`src/rtl/xlate_pkg.sv`:
```
package xlate_pkg;

   typedef enum logic [1:0] {
      FLT_NONE   = 2'd0,
      FLT_BOUNDS = 2'd1,
      FLT_PROT   = 2'd2
   } fault_e;

   localparam logic [7:0] RIGHT_RO = 8'd1;
   localparam logic [7:0] RIGHT_RW = 8'd2;

   typedef enum logic [2:0] {
      WS_IDLE,
      WS_SEG,
      WS_CHK,
      WS_PTE,
      WS_DONE
   } walk_st_e;

endpackage

```
`src/rtl/segpg_field_split.sv`:
```
module segpg_field_split #(
   parameter int SEG_W = 4,
   parameter int PG_W  = 8,
   parameter int OFF_W = 12,
   localparam int VA_W = SEG_W + PG_W + OFF_W
) (
   input  logic [VA_W-1:0]  va,
   output logic [SEG_W-1:0] seg,
   output logic [PG_W-1:0]  page,
   output logic [OFF_W-1:0] off
);

   assign seg  = va[VA_W-1 -: SEG_W];
   assign page = va[OFF_W +: PG_W];
   assign off  = va[OFF_W-1:0];

endmodule

```
`src/rtl/segpg_byte_gather.sv`:
```
module segpg_byte_gather #(
   parameter int NBYTES = 6,
   localparam int ACC_W = 8 * NBYTES
) (
   input  logic             clk,
   input  logic             rst_n,
   input  logic             clr,
   input  logic             shift_en,
   input  logic [7:0]       byte_in,
   output logic [ACC_W-1:0] acc
);

   // Most significant byte arrives first; each beat shifts left by one byte.
   always_ff @(posedge clk or negedge rst_n) begin
      if (!rst_n)
         acc <= '0;
      else if (clr)
         acc <= '0;
      else if (shift_en)
         acc <= {acc[ACC_W-9:0], byte_in};
   end

endmodule

```
`src/rtl/segpg_access_chk.sv`:
```
module segpg_access_chk
   import xlate_pkg::*;
#(
   parameter int PG_W         = 8,
   parameter int SIZE_W       = 16,
   parameter bit BOUNDS_FIRST = 1'b1
) (
   input  logic [PG_W-1:0]   page,
   input  logic [SIZE_W-1:0] size,
   input  logic [7:0]        right,
   input  logic              is_write,
   output logic [1:0]        fault
);

   logic out_of_range;
   logic denied;

   assign out_of_range = (SIZE_W'(page) >= size);
   assign denied       = !((right == RIGHT_RW) || (right == RIGHT_RO && !is_write));

   generate
      if (BOUNDS_FIRST) begin : g_bounds_first
         always_comb begin
            if (out_of_range)  fault = FLT_BOUNDS;
            else if (denied)   fault = FLT_PROT;
            else               fault = FLT_NONE;
         end
      end else begin : g_rights_first
         always_comb begin
            if (denied)             fault = FLT_PROT;
            else if (out_of_range)  fault = FLT_BOUNDS;
            else                    fault = FLT_NONE;
         end
      end
   endgenerate

endmodule

```
`src/rtl/segpg_xlate.sv`:
```
module segpg_xlate
   import xlate_pkg::*;
#(
   parameter int SEG_W        = 4,
   parameter int PG_W         = 8,
   parameter int OFF_W        = 12,
   parameter int PA_W         = 24,
   parameter bit BOUNDS_FIRST = 1'b1,
   localparam int VA_W        = SEG_W + PG_W + OFF_W
) (
   input  logic            clk,
   input  logic            rst_n,
   input  logic            stb_wr_en,
   input  logic [PA_W-1:0] stb_wr_data,
   input  logic            start,
   input  logic [VA_W-1:0] va,
   input  logic            is_write,
   output logic            mem_rd_en,
   output logic [PA_W-1:0] mem_addr,
   input  logic [7:0]      mem_rdata,
   output logic            busy,
   output logic            done,
   output logic [PA_W-1:0] pa,
   output logic [1:0]      fault
);

   localparam int FRAME_W       = PA_W - OFF_W;
   localparam int ADDR_BYTES    = (PA_W + 7) / 8;
   localparam int SIZE_BYTES    = 2;
   localparam int SIZE_W        = 8 * SIZE_BYTES;
   localparam int SEG_ENT_BYTES = ADDR_BYTES + SIZE_BYTES + 1;
   localparam int PTE_BYTES     = (FRAME_W + 7) / 8;
   localparam int ACC_W         = 8 * SEG_ENT_BYTES;
   localparam int CNT_W         = $clog2(SEG_ENT_BYTES + 1);

   generate
      if (FRAME_W < 1) begin : g_bad_frame
         $error("segpg_xlate: PA_W must exceed OFF_W");
      end
      if (PG_W >= SIZE_W) begin : g_bad_page
         $error("segpg_xlate: PG_W must be below the length field width");
      end
      if (PTE_BYTES > SEG_ENT_BYTES) begin : g_bad_pte
         $error("segpg_xlate: page entry wider than gather buffer");
      end
      if (SEG_W < 1 || OFF_W < 1) begin : g_bad_fields
         $error("segpg_xlate: empty address field");
      end
   endgenerate

   walk_st_e              st_q;
   logic [PA_W-1:0]       stb_base_q;
   logic [VA_W-1:0]       va_q;
   logic                  wr_q;
   logic [PA_W-1:0]       pt_base_q;
   logic [1:0]            fault_q;
   logic [CNT_W-1:0]      issue_cnt;
   logic [CNT_W-1:0]      cap_cnt;
   logic                  cap_q;

   logic [SEG_W-1:0]      seg_f;
   logic [PG_W-1:0]       page_f;
   logic [OFF_W-1:0]      off_f;
   logic [ACC_W-1:0]      acc;
   logic                  gather_clr;
   logic [1:0]            chk_fault;

   logic [PA_W-1:0]       seg_ent_addr;
   logic [PA_W-1:0]       pte_addr;
   logic [PA_W-1:0]       burst_base;
   logic [PA_W-1:0]       desc_base;
   logic [SIZE_W-1:0]     desc_size;
   logic [7:0]            desc_right;
   logic [CNT_W-1:0]      burst_len;
   logic                  last_cap;

   segpg_field_split #(
      .SEG_W (SEG_W),
      .PG_W  (PG_W),
      .OFF_W (OFF_W)
   ) u_split (
      .va   (va_q),
      .seg  (seg_f),
      .page (page_f),
      .off  (off_f)
   );

   segpg_byte_gather #(
      .NBYTES (SEG_ENT_BYTES)
   ) u_gather (
      .clk      (clk),
      .rst_n    (rst_n),
      .clr      (gather_clr),
      .shift_en (cap_q),
      .byte_in  (mem_rdata),
      .acc      (acc)
   );

   // Descriptor fields, most significant byte first.
   logic [8*ADDR_BYTES-1:0] desc_base_raw;
   assign desc_base_raw = acc[ACC_W-1 -: 8*ADDR_BYTES];
   assign desc_base     = desc_base_raw[PA_W-1:0];
   assign desc_size     = acc[8 +: SIZE_W];
   assign desc_right    = acc[7:0];

   segpg_access_chk #(
      .PG_W         (PG_W),
      .SIZE_W       (SIZE_W),
      .BOUNDS_FIRST (BOUNDS_FIRST)
   ) u_chk (
      .page     (page_f),
      .size     (desc_size),
      .right    (desc_right),
      .is_write (wr_q),
      .fault    (chk_fault)
   );

   assign seg_ent_addr = stb_base_q + PA_W'(seg_f) * PA_W'(SEG_ENT_BYTES);
   assign pte_addr     = pt_base_q + (PA_W'(page_f) << 1);
   assign burst_base   = (st_q == WS_SEG) ? seg_ent_addr : pte_addr;
   assign burst_len    = (st_q == WS_SEG) ? CNT_W'(SEG_ENT_BYTES) : CNT_W'(PTE_BYTES);

   assign mem_rd_en  = ((st_q == WS_SEG) || (st_q == WS_PTE)) && (issue_cnt < burst_len);
   assign mem_addr   = burst_base + PA_W'(issue_cnt);
   assign last_cap   = cap_q && (cap_cnt == burst_len - CNT_W'(1));
   assign gather_clr = (st_q == WS_IDLE && start) || (st_q == WS_CHK);

   always_ff @(posedge clk or negedge rst_n) begin
      if (!rst_n)
         stb_base_q <= '0;
      else if (stb_wr_en)
         stb_base_q <= stb_wr_data;
   end

   always_ff @(posedge clk or negedge rst_n) begin
      if (!rst_n) begin
         st_q      <= WS_IDLE;
         va_q      <= '0;
         wr_q      <= 1'b0;
         pt_base_q <= '0;
         fault_q   <= FLT_NONE;
         issue_cnt <= '0;
         cap_cnt   <= '0;
         cap_q     <= 1'b0;
      end else begin
         cap_q <= mem_rd_en;
         if (mem_rd_en)
            issue_cnt <= issue_cnt + CNT_W'(1);
         if (cap_q)
            cap_cnt <= cap_cnt + CNT_W'(1);
         unique case (st_q)
            WS_IDLE: begin
               if (start) begin
                  va_q      <= va;
                  wr_q      <= is_write;
                  fault_q   <= FLT_NONE;
                  issue_cnt <= '0;
                  cap_cnt   <= '0;
                  st_q      <= WS_SEG;
               end
            end
            WS_SEG: begin
               if (last_cap)
                  st_q <= WS_CHK;
            end
            WS_CHK: begin
               issue_cnt <= '0;
               cap_cnt   <= '0;
               fault_q   <= chk_fault;
               pt_base_q <= desc_base;
               st_q      <= (chk_fault == FLT_NONE) ? WS_PTE : WS_DONE;
            end
            WS_PTE: begin
               if (last_cap)
                  st_q <= WS_DONE;
            end
            WS_DONE: begin
               st_q <= WS_IDLE;
            end
            default: st_q <= WS_IDLE;
         endcase
      end
   end

   assign busy  = (st_q != WS_IDLE);
   assign done  = (st_q == WS_DONE);
   assign fault = done ? fault_q : FLT_NONE;
   assign pa    = (done && fault_q == FLT_NONE) ? {acc[FRAME_W-1:0], off_f} : '0;

endmodule

```
`config.mk`:
```
export PLATFORM = sky130hd
export DESIGN_NAME = segpg_xlate
export DESIGN_NICKNAME = d
export VERILOG_FILES = /design/src/rtl/xlate_pkg.sv /design/src/rtl/segpg_field_split.sv /design/src/rtl/segpg_byte_gather.sv /design/src/rtl/segpg_access_chk.sv /design/src/rtl/segpg_xlate.sv
export SDC_FILE = /design/constraint.sdc
export NUM_CORES = 1
export LEC_CHECK = 0
export ABC_AREA = 1
export BUFFER_PORTS_ARGS = -buffer_cell sky130_fd_sc_hd__buf_2
export CELL_PAD_IN_SITES_DETAIL_PLACEMENT = 0
export CELL_PAD_IN_SITES_GLOBAL_PLACEMENT = 1
export CORE_MARGIN = 2
export CORE_UTILIZATION = 40
export CTS_BUF_LIST = sky130_fd_sc_hd__clkbuf_8
export CTS_CLUSTER_DIAMETER = 100
export DETAILED_ROUTE_END_ITERATION = 10
export PLACE_DENSITY_LB_ADDON = 0.25
export SYNTH_ARGS = -nofsm -noshare
export SYNTH_HDL_FRONTEND = slang
export SYNTH_SLANG_ARGS = --single-unit
export TNS_END_PERCENT = 100
```
`constraint.sdc`:
```
create_clock -name clk -period 3.9 [get_ports clk]
set_input_delay 0.195 -clock clk [delete_from_list [all_inputs] [get_ports clk]]
set_output_delay 0.195 -clock clk [all_outputs]
set_load 0.01 [all_outputs]
```
==> results_dict.tcl, run 1 <==
set metrics [dict create \
    synth-edff-count 0 \
    synth.area.mux_share 0.00632 \
    cp.required_ns 3.70 \
    grt_use_total 0.213 \
    hold_path.class "in2reg" \
    cts-buffers-inserted 17 \
    min_from "start" \
    finalWeightedCongestion 0.925 \
    htreeDepth 4 \
    setup_tns_ns 0 \
    fin_skew_ns 0.0199 \
    routed_wl_um 24700 \
    worstSetupEndpointType "primary output" \
    clockPowerShare 0.405 \
    finalCriticalPeriod_ns 3.73 \
    synth_compound_area_frac 0.0870 \
    holdPathEnd "st_q[0]$_DFFE_PN0P_" \
    yosysUniqueCellTypes 41 \
    grt_max_degree 105 \
    setup.worst_path.start_class "flip-flop" \
    drtIter0Drc 384 \
    clkLatencyLatePin_ns 0.46 \
    critPathKind "reg2out" \
    crit_slowest_cell "fa_2" \
    finalMaxSlewViolations 0 \
    combPwrFrac 0.087 \
    vias_per_cell 4.80 \
    rr_worst_depth 12 \
    coreArea_um2 21800 \
    synth_common_cells "346 x nand2_1, 222 x inv_1, 135 x nor2_1" \
    drc 0 \
    drive_above_1_share 0.223 \
    clk_pin_slew_ns 0.10 \
    cts_tree "yes" \
    yosys.cell_count.top_type "nand2_1" \
    r2r_slack_ns 1.52 \
    syn_to_final_growth_pct 25.4 \
    fin_nets 1563 \
    rr_startpoint "st_q[2]$_DFFE_PN0P_" \
    status "finished clean" \
    synth_top_area_cell "dfrtp_1" \
    synthesis.nets 1387 \
    hpwlAfterDp_um 17700 \
    crit_fanout 5 \
    p_seq_frac 0.508 \
    synth_area_per_cell_um2 6.91 \
    hold_violations 0 \
    yosys.area.top_type_share 0.374 \
    grt_pass1_vias 8259 \
    synth-main-ff-cell "dfrtp_1" \
    synth-simple-area-share 0.332 \
    yosysWarnings 0 \
    antenna_found_initial 0 \
    switching_share 0.295 \
    ir_drop_mv 0.188 \
    timing.slew.headroom 0.356 \
    grt-ovfl-total 0 \
    synth_xor_area_frac 0.0216 \
    p_int_mw 1.98 \
    critPathMostFrequentCell "nand2_4" \
    die_w_um 153 \
    clock_sinks 133 \
    cts.path.max_buffers 2 \
    synth_cells 1289 \
    r2r_end "u_gather.acc[19]$_DFFE_PN0P_" \
    power.switching_mw 0.829 \
    synth-adder-area-share 0.0553 \
    synth-seq-cells 133 \
    synth_top_family_by_area "simple AND/OR/NAND/NOR gates" \
    rows 54 \
    setup_viol 0 \
    worstMarginPinSlew_ns 0.966 \
    p_leak_nw 5.79 \
    io_pins 114 \
    path_cells "ha_2 > inv_1 > fa_2 > xor2_2 > ha_4 > nand2_1 > nand2_2 > inv_2 > nand2_4 > nand2_4 > nand2_4 > nand2_2 > nand3_2 > nand2_4 > nor2_4 > nand4_1 > nor2_4 > xor2_1 > buf_2" \
    cp.arrival_ns 3.53 \
    root_buffer "clkbuf_8" \
    max_freq_mhz 268 \
    n_antenna_cell 0 \
    rsz0062_at_grt "true" \
    grt_pass1_wl_um 40400 \
    nFillCells 2212 \
    max_stage_delay_ns 0.42 \
    synthArstFlopShare 1.00 \
    die_y_um 153 \
    total_power_mw 2.81 \
    wl_per_cell_um 14.0 \
    die_area_um2 23500 \
    syn_area_um2 8910 \
    period_share 0.955 \
    ys_seq_area_frac 0.374 \
    start_util 0.408 \
    whs_path_depth 5 \
    portBuffers 113 \
    dr.pass1.iters 5 \
    pwr_density_cell_nw_per_um2 251 \
    maxCapViolations 0 \
    postRouteAntennaNets 0 \
    route.vias.total 8433 \
    synth.area.top_cells "dfrtp_1 37%, nand2_1 15%, inv_1 9.4%" \
]
worst max-delay path by stage:
| stage | start | to | slack (ns) | depth (start not counted) |
|---|---|---|---|---|
| 2_1_floorplan | va_q[20]$_DFFE_PN0P_ | mem_addr[17] | 0.98 | 18 |
| 3_3_place_gp | va_q[21]$_DFFE_PN0P_ | mem_addr[14] | 0.52 | 20 |
| 3_5_place_dp | va_q[21]$_DFFE_PN0P_ | mem_addr[22] | 0.51 | 23 |
| 4_1_cts | va_q[20]$_DFFE_PN0P_ | mem_addr[22] | 0.006 | 23 |
| 5_1_grt | va_q[21]$_DFFE_PN0P_ | mem_addr[12] | -0.04 | 18 |
| 6_report | va_q[21]$_DFFE_PN0P_ | mem_addr[12] | 0.17 | 19 |
area by class of cell:
cell class | instances | area (um2) | share of cell area
Inverter | 244 | 921 | 0.0824
Tap cell | 280 | 350 | 0.0314
Clock buffer | 17 | 234 | 0.0209
Timing Repair Buffer | 196 | 1340 | 0.120
Sequential cell | 133 | 3330 | 0.298
Multi-Input combinational cell | 873 | 4860 | 0.435
Clock inverter | 15 | 134 | 0.0120
state kept, by name (all words and copies together), names as in the netlist:
register and count:
cap_q 1, st_q 3, va_q 24, wr_q 1, u_gather.acc 48, stb_base_q 24, fault_q 2, issue_cnt 3
pt_base_q 24, cap_cnt 3
through the flow:
step	cell area [um2]	utilization	worst slack [ns]	std cells	hold WS [ns]
after floorplan	8910	-	0.976	1289	-0.101
after global placement	9700	0.444	0.521	1651	0.390
after detailed placement	9700	0.444	0.514	1651	0.389
after CTS	10700	0.488	0.00616	1742	0.189
after global routing	11200	0.512	-0.0382	1758	0.229
final	11200	0.512	0.174	1758	0.210
critical path, delay by kind of cell, from the launching register on:
| kind | cells | cell delay, ns |
|---|---|---|
| xor gates and xnor gates | 2 | 0.39 |
| buffers and inverters | 3 | 0.28 |
| adders and majority gates | 3 | 0.91 |
| and+or+nand+nor | 11 | 1.08 |
| DFF | 1 | 0.40 |
power groups by stage:
stage                     Sequential [mW]  Combinational [mW]  Clock [mW]
after global routing                 1.43               0.276        1.23
after detailed placement             1.45               0.171           0
after floorplan                      1.44              0.0886           0
after global placement               1.45               0.170           0
after CTS                            1.42               0.217        1.17
final                                1.43               0.245        1.14
routing by layer:
layer | up-vias | global-route usage | wire length, um
li1 | 4370 | - | -
met3 | 20 | 0.0366 | 865
met1 | 3877 | 0.284 | 11800
met5 | - | 0 | 0
met2 | 166 | 0.360 | 11700
met4 | 0 | 0.0503 | 338
layout by cell type (no fill, tap or decap), types with 4 or more instances in the layout:
cell,instances
clkinvlp_4,4
nand2_2,42
nand2_1,309
inv_1,215
ha_1,29
clkbuf_8,17
inv_2,27
xor2_1,16
nand3_2,17
a31oi_1,48
buf_2,112
inv_8,5
nor2_1,121
a21oi_1,10
nand4_1,24
nand3_1,84
dlygate4sd3_1,58
nor2_4,14
inv_6,4
o21ai_0,69
nor3_1,9
mux2_2,5
buf_4,25
nand2_4,16
dfrtp_1,133
nor2_2,20
cell families after synthesis:
logic type	Yosys count
adder cells (fa/ha/maj)	37
flip-flops	133
XOR/XNOR	22
buffers and inverters	283
multiplexers	5
AND/OR/NAND/NOR	671
AO/OA/AOI/OAI	138
timing repair:
action	in CTS	in global routing
pin swaps	1	50
resized for setup	1	111
buffers inserted	1	16
endpoints found under the hold margin	160	0
hold buffers	58	0
setup endpoints to repair	1	14
No activity file was read; power rests on OpenSTA's default activity.
==> run 2, diff against run 1 <==
- CORE_UTILIZATION: 40 -> 43
- SLEW_MARGIN: not set -> 20
==> run 2 against run 1 <==
Effect of this change:
- largest cell class unchanged
- clock skew fell by 0.0025 ns
- global-route usage up 1.2 points
- first-iteration DRC count is 10% higher
- via count down 1.1%
- total power is 2.0% higher
- cell count decreased by 0.74%
- clock-buffer cell count did not move
- critical path depth increased by 1
- flip-flop and latch count did not move
- sequential power barely moved
- sequential share of layout area rose by 0.32 points
- register-to-register slack lost 0.06 ns
==> results_dict.tcl, run 2 (synthesized netlist as in run 1, its figures left out) <==
set metrics [dict create \
    syn_to_final_growth_pct 24.1 \
    final_cell_mix "319 x nand2_1, 216 x inv_1, 133 x dfrtp_1, 124 x nor2_1, 112 x buf_2" \
    hold_path.class "in2reg" \
    period_share 0.967 \
    post-route-util 0.544 \
    coreArea_um2 20300 \
    routed_wl_um 23900 \
    n_antenna_cell 0 \
    pwr_density_cell_nw_per_um2 259 \
    cts-buffers-inserted 17 \
    finalCriticalPeriod_ns 3.77 \
    grt_use_total 0.225 \
    grt_pass1_vias 7972 \
    finalMaxSlewViolations 0 \
    fin_ws_ns 0.129 \
    fin_nets 1560 \
    drtIter0Drc 424 \
    clock_sinks 133 \
    hold_violations 0 \
    wl_per_cell_um 13.7 \
    grt_max_degree 69 \
    rows 52 \
    layout_commonest_cell "nand2_1" \
    cts.path.max_buffers 2 \
    start_util 0.439 \
    p_leak_nw 5.79 \
    rsz0062_at_grt "true" \
    io_pins 114 \
    pre_cts_slack_ns 0.499 \
    critPathKind "reg2out" \
    grt_pass1_wl_um 39400 \
    antenna_found_initial 0 \
    whs_ns 0.199 \
    fin_skew_ns 0.0174 \
    cp.arrival_ns 3.58 \
    setup.worst_path.start_class "flip-flop" \
    place_area_um2 9690 \
    cts_tree "yes" \
    regMostFlops "u_gather.acc" \
    portBuffers 113 \
    postRouteAntennaNets 0 \
    ir_drop_mv 0.172 \
    maxCapViolations 0 \
    cp.required_ns 3.70 \
    clkLatencyLatePin_ns 0.47 \
    die_y_um 148 \
    status "finished clean" \
    dr.pass1.iters 6 \
    whs_path_depth 5 \
    rr_worst_depth 12 \
    worstMarginPinSlew_ns 0.809 \
    total_power_mw 2.86 \
    finalWeightedCongestion 0.926 \
    largest_reg_flops 48 \
    htreeDepth 4 \
    crit_fanout 7 \
    die_area_um2 21900 \
    route.vias.total 8341 \
    max_freq_mhz 265 \
    vias_per_cell 4.78 \
    worstSetupEndpointType "primary output" \
    hpwlAfterDp_um 17600 \
    fin_area_um2 11100 \
    clk_pin_slew_ns 0.10 \
    nFillCells 2030 \
    drc 0 \
    setup_viol 0 \
    grt-ovfl-total 0 \
    die_w_um 148 \
    drive_above_1_share 0.208 \
    root_buffer "clkbuf_8" \
    timing.slew.headroom 0.459 \
]
run 2: cell types whose count changed in the layout (fill, tap and decap cells not counted), moves of 3 or more:
cell / before / now
xor2_2: 3 / 0
xor2_1: 16 / 19
nor2_1: 121 / 124
nand3_1: 84 / 87
nor2_4: 14 / 10
buf_4: 25 / 21
nand2_1: 309 / 319
nand2_2: 42 / 34
clkinvlp_4: 4 / 1
run 2: worst max-delay path, stage by stage (launching register included):
cell     delay (ns)
dfrtp_1        0.42
ha_1           0.30
a21oi_1        0.16
o21ai_2        0.07
xor2_1         0.15
ha_1           0.37
nand2_1        0.14
inv_2          0.10
nand2_1        0.06
nand2_1        0.06
nand2_1        0.08
nand2_2        0.12
nand2_1        0.08
nand3_2        0.08
nand2_2        0.09
nor2_4         0.16
nand2_4        0.08
nor2_8         0.16
nand2_2        0.07
xor2_1         0.18
buf_2          0.16
run 2: through the flow:
step | TNS [ns] | cells
final | 0 | 1745
after global routing | -0.501 | 1745
after CTS | 0 | 1733
after detailed placement | 0 | 1642
after global placement | 0 | 1642
after floorplan | 0 | 1289
run 2: layer usage:
metal | global-route usage | up-vias | part of all wire
li1 | - | 4370 | -
met1 | 0.305 | 3783 | 0.48
met2 | 0.373 | 165 | 0.47
met3 | 0.0414 | 23 | 0.038
met4 | 0.0548 | 0 | 0.013
met5 | 0 | - | 0
run 2: final timing paths:
kind                                                end  slack [ns]                          from
min reg2reg                u_gather.acc[22]$_DFFE_PN0P_        0.49  u_gather.acc[14]$_DFFE_PN0P_
max                                        mem_addr[15]        0.13          va_q[21]$_DFFE_PN0P_
min                                 st_q[0]$_DFFE_PN0P_        0.20                         start
min in group asynchronous    stb_base_q[14]$_DFFE_PN0P_        0.30                         rst_n
max reg2reg                u_gather.acc[35]$_DFFE_PN0P_        1.46           st_q[2]$_DFFE_PN0P_
max in group asynchronous          va_q[17]$_DFFE_PN0P_        2.60                         rst_n
run 2: report_power, final:
| part | switching, mW | internal (mW) |
|---|---|---|
| Clock | 0.669 | 0.535 |
| Sequential | 0.0240 | 1.40 |
| Combinational | 0.128 | 0.108 |
run 2: area by class of cell:
type,instances,area (um2),share of cell area
repair buffers,193,1320,0.120
inverters,244,918,0.0831
clock buffers,17,234,0.0212
multi-input cells,873,4750,0.430
flip-flops and latches,133,3330,0.301
well taps,270,338,0.0306
clock inverters,15,164,0.0148
run 2: what timing repair did:
item                                    CTS  global route
pin swaps                                 2            44
hold endpoints to repair                123             0
resized for setup                         2            82
buffers inserted                          1            12
hold buffers                             58             0
endpoints found under the setup margin    6            15
